[src/rtl/opr2_pkg.sv]
package opr2_pkg;
  localparam int WORD_W = 12;

  // Decoded fields of one operate word (MSB-first position in comments)
  typedef struct packed {
    logic member;  // positions 0-3 all ones, position 11 zero
    logic clr;     // position 4
    logic t_neg;   // position 5
    logic t_zero;  // position 6
    logic t_link;  // position 7
    logic sense;   // position 8
    logic osr;     // position 9
    logic hlt;     // position 10
  } opr2_fields_t;

  // Map MSB-first position to a vector index
  function automatic int pos2idx(input int pos);
    return WORD_W - 1 - pos;
  endfunction
endpackage

[src/rtl/opr2_decode.sv]
module opr2_decode
  import opr2_pkg::*;
(
  input  logic [WORD_W-1:0] instr,
  output opr2_fields_t      fields
);
  localparam int IDX_CLR   = pos2idx(4);
  localparam int IDX_NEG   = pos2idx(5);
  localparam int IDX_ZERO  = pos2idx(6);
  localparam int IDX_LINK  = pos2idx(7);
  localparam int IDX_SENSE = pos2idx(8);
  localparam int IDX_OSR   = pos2idx(9);
  localparam int IDX_HLT   = pos2idx(10);
  localparam int IDX_TAIL  = pos2idx(11);
  localparam int IDX_TOP   = pos2idx(0);
  localparam int IDX_TOPLO = pos2idx(3);

  always_comb begin
    fields.member = (&instr[IDX_TOP:IDX_TOPLO]) & ~instr[IDX_TAIL];
    fields.clr    = instr[IDX_CLR];
    fields.t_neg  = instr[IDX_NEG];
    fields.t_zero = instr[IDX_ZERO];
    fields.t_link = instr[IDX_LINK];
    fields.sense  = instr[IDX_SENSE];
    fields.osr    = instr[IDX_OSR];
    fields.hlt    = instr[IDX_HLT];
  end
endmodule

[src/rtl/opr2_skip_eval.sv]
module opr2_skip_eval
  import opr2_pkg::*;
#(
  parameter int DATA_W = 12
) (
  input  opr2_fields_t      fields,
  input  logic [DATA_W-1:0] acc,
  input  logic              link,
  output logic              skip
);
  localparam int NCOND = 3;

  logic [NCOND-1:0] pick;
  logic [NCOND-1:0] hold;
  logic             any_true;

  // Conditions are taken from the incoming accumulator, ahead of any clear
  always_comb begin
    pick = {fields.t_neg, fields.t_zero, fields.t_link};
    hold = {acc[DATA_W-1], ~|acc, link};
  end

  always_comb begin
    any_true = |(pick & hold);
    skip     = any_true ^ fields.sense;
  end
endmodule

[src/rtl/opr2_acc_path.sv]
module opr2_acc_path
  import opr2_pkg::*;
#(
  parameter int DATA_W = 12
) (
  input  opr2_fields_t      fields,
  input  logic [DATA_W-1:0] acc,
  input  logic [DATA_W-1:0] sw,
  output logic [DATA_W-1:0] acc_nx
);
  logic [DATA_W-1:0] after_clr;

  // Clear first, switch OR second
  always_comb begin
    after_clr = fields.clr ? '0 : acc;
    acc_nx    = fields.osr ? (after_clr | sw) : after_clr;
  end
endmodule

[src/rtl/opr2_skip_unit.sv]
module opr2_skip_unit
  import opr2_pkg::*;
#(
  parameter int DATA_W = WORD_W
) (
  input  logic              clk,
  input  logic              rst_n,
  input  logic              valid_i,
  input  logic [WORD_W-1:0] instr_i,
  input  logic              link_i,
  input  logic [DATA_W-1:0] acc_i,
  input  logic [DATA_W-1:0] sw_i,
  output logic [DATA_W-1:0] acc_o,
  output logic              skip_o,
  output logic              halt_o,
  output logic              done_o
);
  opr2_fields_t      fields;
  logic              skip_c;
  logic [DATA_W-1:0] acc_c;
  logic              fire;

  logic [DATA_W-1:0] acc_q, acc_d;
  logic              skip_q, skip_d;
  logic              halt_q, halt_d;
  logic              done_q, done_d;
  logic              acc_en;

  opr2_decode u_dec (
    .instr  (instr_i),
    .fields (fields)
  );

  opr2_skip_eval #(.DATA_W(DATA_W)) u_eval (
    .fields (fields),
    .acc    (acc_i),
    .link   (link_i),
    .skip   (skip_c)
  );

  opr2_acc_path #(.DATA_W(DATA_W)) u_acc (
    .fields (fields),
    .acc    (acc_i),
    .sw     (sw_i),
    .acc_nx (acc_c)
  );

  // Next-state logic
  always_comb begin
    fire   = valid_i & fields.member;
    acc_en = fire;
    acc_d  = acc_c;
    skip_d = fire & skip_c;
    halt_d = fire & fields.hlt;
    done_d = fire;
  end

  // Registers
  always_ff @(posedge clk or negedge rst_n) begin
    if (!rst_n) begin
      acc_q  <= '0;
      skip_q <= 1'b0;
      halt_q <= 1'b0;
      done_q <= 1'b0;
    end else begin
      if (acc_en) acc_q <= acc_d;
      skip_q <= skip_d;
      halt_q <= halt_d;
      done_q <= done_d;
    end
  end

  assign acc_o  = acc_q;
  assign skip_o = skip_q;
  assign halt_o = halt_q;
  assign done_o = done_q;
endmodule

[config.mk]
export PLATFORM = sky130hd
export DESIGN_NAME = opr2_skip_unit
export DESIGN_NICKNAME = d
export VERILOG_FILES = /design/src/rtl/opr2_pkg.sv /design/src/rtl/opr2_decode.sv /design/src/rtl/opr2_skip_eval.sv /design/src/rtl/opr2_acc_path.sv /design/src/rtl/opr2_skip_unit.sv
export SDC_FILE = /design/constraint.sdc
export NUM_CORES = 1
export LEC_CHECK = 0
export ABC_AREA = 1
export BUFFER_PORTS_ARGS = -buffer_cell sky130_fd_sc_hd__buf_2
export CORE_MARGIN = 1.5
export CORE_UTILIZATION = 24
export DETAILED_ROUTE_END_ITERATION = 12
export GPL_ROUTABILITY_DRIVEN = 0
export MAX_ROUTING_LAYER = met4
export SETUP_SLACK_MARGIN = 0.15
export SYNTH_ARGS = -nofsm -noshare
export SYNTH_HDL_FRONTEND = slang
export SYNTH_SLANG_ARGS = --single-unit
[constraint.sdc]
create_clock -name clk -period 0.8 [get_ports clk]
set_input_delay 0.04 -clock clk [delete_from_list [all_inputs] [get_ports clk]]
set_output_delay 0.04 -clock clk [all_outputs]
set_load 0.1 [all_outputs]
After elaboration in Yosys (flattened, before gate mapping)
Index checks and enable logic that the tools add are counted.
{"block": "op_classes", "muxes": 2, "n_bitwise": 8, "n_reduce_logical": 4}
{"cell": "12-bit two-way mux", "n": 2}
{"cell": "12-bit OR", "n": 1}
{"cell": "12-bit OR reduction", "n": 1}
{"cell": "1-bit AND", "n": 4}
{"cell": "4-bit AND reduction", "n": 1}
{"cell": "3-bit AND", "n": 1}
{"cell": "3-bit OR reduction", "n": 1}
{"cell": "1-bit logical NOT", "n": 1}
{"cell": "1-bit inverter", "n": 1}
{"cell": "1-bit XOR", "n": 1}
{"block": "totals", "register_bits": 15, "inputBits": 40, "output_inout_bits": 15}

Depth between registers and ports, before layout
{"block": "logic_depth", "word_depth": 6, "depth_mapped": 7, "depth_no_buf": 7}

By module
A second synthesis with hierarchy kept.
{"block": "unflattened", "hier_cells": 132, "area_unflattened_um2": 897.1}
{"module": "opr2_skip_unit", "instances": 1, "cells_per_inst": 60, "area_per_inst_um2": 571.8, "seq_area_each_um2": 375.4}
{"module": "opr2_acc_path", "instances": 1, "cells_per_inst": 39, "area_per_inst_um2": 161.4, "seq_area_each_um2": 0.0}
{"module": "opr2_skip_eval", "instances": 1, "cells_per_inst": 22, "area_per_inst_um2": 87.6, "seq_area_each_um2": 0.0}
{"module": "opr2_decode", "instances": 1, "cells_per_inst": 11, "area_per_inst_um2": 76.3, "seq_area_each_um2": 0.0}

Worst setup path after synthesis
OpenSTA, ideal clock, no wires.
{"block": "synth_path", "path_kind": "flip-flop to flip-flop", "start": "register acc_o[0] (netlist name)", "end": "register acc_q[0] (netlist: acc_o[0])", "setup_time_ps": 83, "arrival_ps": 1128, "t_required_ps": 717, "path_slack_ps": -411, "stages_incl_launch_ff": 3, "period_less_slack_ps": 1211, "path_cell_list": "dfrtp_1 inv_1 o21ai_0"}
{"item": "end signal: assignment", "line": "opr2_skip_unit.sv:61", "text": "acc_q <= '0;"}
{"item": "end signal: assignment", "line": "opr2_skip_unit.sv:66", "text": "if (acc_en) acc_q <= acc_d;"}
{"item": "end: declaration", "line": "opr2_skip_unit.sv:23", "text": "logic [DATA_W-1:0] acc_q, acc_d;"}

Final worst setup path
{"block": "layout_path", "start": "register acc_q[9] (netlist: acc_o[9])", "end": "output port acc_o[9]"}
{"item": "end: declaration", "line": "opr2_skip_unit.sv:13", "text": "output logic [DATA_W-1:0] acc_o,"}
No word-level cell between the ends.

==> results.sh <==
export IMPL_status="complete, but fails checks"
export IMPL_violations="negative hold slack, negative setup slack"
export IMPL_dp_cells=212
export IMPL_cts_hold_fix_buffers=1
export IMPL_clock_sinks=15
export IMPL_power_density_nw_per_um2=2500
export IMPL_die_w_um=61.7
export IMPL_grt_max_degree=28
export IMPL_relSlewSlack=0.776
export IMPL_grt_overflow=0
export IMPL_post_dp_hpwl_mm=1.66
export IMPL_vias=907
export IMPL_design_area_um2=1640
export IMPL_clk_path_buf_depth=2
export IMPL_p_leak_nw=0.814
export IMPL_grt_pass1_vias=927
export IMPL_syn2layout_area_growth_pct=97.4
export IMPL_hold_worst_slack_ns=-0.0195
export IMPL_wl_per_cell_um=9.39
export IMPL_critPathSlowestCell="dfrtp_4"
export IMPL_synth_cell_types=13
export IMPL_setup_viol=26
export IMPL_fin_ws_ns=-0.204
export IMPL_routed_wl_mm=2.18
export IMPL_num_antenna_cells=0
export IMPL_vias_per_cell=3.91
export IMPL_fmax_ghz=0.996
export IMPL_clock_skew_ns=0
export IMPL_antenna_found_initial=0
export IMPL_ff2ff_setup_slack_ns=-0.15
export IMPL_yosys_register_bits=15
export IMPL_ys_warn_count=0
export IMPL_dp_slack_ns=-0.110
export IMPL_port_buffers=54
export IMPL_r2r_start="acc_o[9]"
export IMPL_internal_power_mw=2.22
export IMPL_drc=0
export IMPL_cp_slowest_stage_delay_ns=0.51
export IMPL_ir_drop_mv=0.665
export IMPL_fin_tns_setup_ns=-3.35
export IMPL_start_util=0.250
export IMPL_min_path_cells=2
export IMPL_worstHoldStart="instr_i[1]"
export IMPL_drive_gt1_frac=0.591
export IMPL_clock_latency_ns=0.28
export IMPL_grt_pass1_wl_mm=3.77
export IMPL_p_seq_frac=0.288
export IMPL_nNetsFinal=227
export IMPL_worstMarginPinSlew_ns=0.337
export IMPL_fillCellCount=341
export IMPL_worstPathRequired_ns=0.76
export IMPL_die_h_um=61.7
export IMPL_track_usage=0.142
export IMPL_htree_levels=1
export IMPL_final_cell_count_no_fill=232
export IMPL_holdPathEnd="halt_o"
export IMPL_tritoncts="yes"
export IMPL_cap_violations=0
export IMPL_drtIter0Drc=11
export IMPL_min_period_ns=1.00
export IMPL_slew_violations=0
export IMPL_finalCritPeriodShare=1.25
export IMPL_hold_viol_final=1
export IMPL_num_io_pins=55
export IMPL_cp_cell_sequence="buf_12"
export IMPL_synth_nets=155
export IMPL_path_class="flop to primary output"
export IMPL_postRouteAntennaNets=0
export IMPL_regToRegEndpoint="acc_o[9]"
export IMPL_clk_pin_slew_ns=0.09
export IMPL_reg2reg_depth=4
export IMPL_cp_start_kind="flop"
export IMPL_swShare=0.458
export IMPL_core_area_um2=3310
export IMPL_first_pass_iters=4
export IMPL_p_switching_mw=1.87
export IMPL_power_frac_comb=0.606
export IMPL_rows=21
export IMPL_worst_path_buf_inv=1
export IMPL_cts_made_buffers=3
export IMPL_end_kind="primary output"
export IMPL_syn_inst=115
export IMPL_ys_seq_area_frac=0.453
export IMPL_min_path_type="input pin to flop"
export IMPL_worstPathArrival_ns=0.96
export IMPL_critical_path_top_delay_family="flip-flops"
export IMPL_rsz0062_at_grt="true"
export IMPL_ctsRootBufferMaster="clkbuf_4"
export IMPL_p_clk_frac=0.106
export IMPL_utilization=0.494
export IMPL_crit_fanout=2
export IMPL_netlist_area_um2=828
export IMPL_die_area_um2=3810
export IMPL_avgSynthCellArea_um2=7.20
export IMPL_dpl_cell_area_um2=1430
-- worst max-delay path by stage --
| stage | end | slack [ns] | depth (start not counted) | start |
|---|---|---|---|---|
| 5_1_grt | acc_o[1] | -0.25 | 1 | acc_o[1] |
| 2_1_floorplan | acc_o[11] | -0.04 | 2 | acc_o[11] |
| 3_5_place_dp | skip_o | -0.11 | 6 | instr_i[10] |
| 3_3_place_gp | halt_o | -0.08 | 5 | instr_i[10] |
| 6_report | acc_o[9] | -0.20 | 1 | acc_o[9] |
| 4_1_cts | acc_o[11] | -0.21 | 1 | acc_o[11] |
-- placed cells by master, fill, tap and decap left out --
master / synthesis / final
a21oi_1: 1 / 1
o21ai_0: 24 / 12
nand3_1: 1 / 1
inv_4: 0 / 1
dfrtp_4: 0 / 14
nand4_4: 0 / 1
nor2_1: 8 / 8
nor3b_4: 1 / 1
buf_4: 0 / 7
buf_12: 0 / 16
nand2_1: 32 / 32
clkbuf_4: 0 / 3
dfrtp_2: 0 / 1
o21ai_2: 0 / 5
inv_2: 0 / 11
o21ai_1: 0 / 7
dlygate4sd3_1: 0 / 1
nand2_2: 1 / 1
and2_2: 1 / 1
buf_2: 0 / 39
buf_6: 2 / 8
inv_1: 26 / 14
clkinv_2: 0 / 1
-- synth_stat cells --
| cell | count | share of area |
|---|---|---|
| inv_1 | 26 | 0.12 |
| dfrtp_1 | 15 | 0.45 |
| nand4_2 | 1 | 0.015 |
| clkbuf_1 | 2 | 0.0091 |
| nor3b_4 | 1 | 0.023 |
| nand3_1 | 1 | 0.0060 |
| buf_6 | 2 | 0.027 |
| nand2_1 | 32 | 0.15 |
| a21oi_1 | 1 | 0.0060 |
| o21ai_0 | 24 | 0.15 |
| nand2_2 | 1 | 0.0076 |
| and2_2 | 1 | 0.0091 |
| nor2_1 | 8 | 0.036 |
-- routing by layer --
layer,global-route usage,up-vias,part of all wire
met4,0.0669,0,0.012
met1,0.137,393,0.40
li1,-,490,-
met5,-,-,0
met2,0.262,22,0.55
met3,0.0352,2,0.031
-- timing repair --
item                       4_1_cts  5_1_grt
hold endpoints to repair        16        1
gates resized for setup          7        7
setup endpoints to repair       27       27
setup buffers                   12        3
-- area by class of cell --
class / count / area (um^2) / area share
Clock inverter: 1 / 5.00 / 0.00306
Multi-Input combinational cell: 70 / 353 / 0.216
Inverter: 26 / 100 / 0.0612
Timing Repair Buffer: 71 / 668 / 0.409
Sequential cell: 15 / 429 / 0.262
Clock buffer: 3 / 22.5 / 0.0138
Tap cell: 46 / 57.6 / 0.0352
-- stage by stage --
step	hold WS [ns]	total power, mW
final	-0.0195	4.09
after floorplan	-0.256	2.43
after CTS	-0.0276	4.03
after global routing	-0.0375	4.30
after global placement	-0.0365	3.31
after detailed placement	-0.0372	3.32
-- registers in the layout, summed over array words and instances (netlist names) --
name	count
acc_o	12
done_o	1
halt_o	1
skip_o	1
-- cells by family (layout without fill, tap and decap cells) --
logic type	Yosys count	in the layout	synth area share
AND/OR/NAND/NOR	45	45	0.242
AO/OA/AOI/OAI	25	25	0.151
buffers and inverters	30	101	0.154
flip-flops	15	15	0.453
-- power groups by stage --
stage | clock network (mW) | registers [mW] | logic, mW
after floorplan | 0 | 2.23 | 0.203
after global placement | 0 | 1.21 | 2.10
after detailed placement | 0 | 1.21 | 2.11
after CTS | 0.451 | 1.18 | 2.40
after global routing | 0.509 | 1.19 | 2.60
final | 0.434 | 1.18 | 2.48
Note: power is estimated with default switching activity, not from simulation.
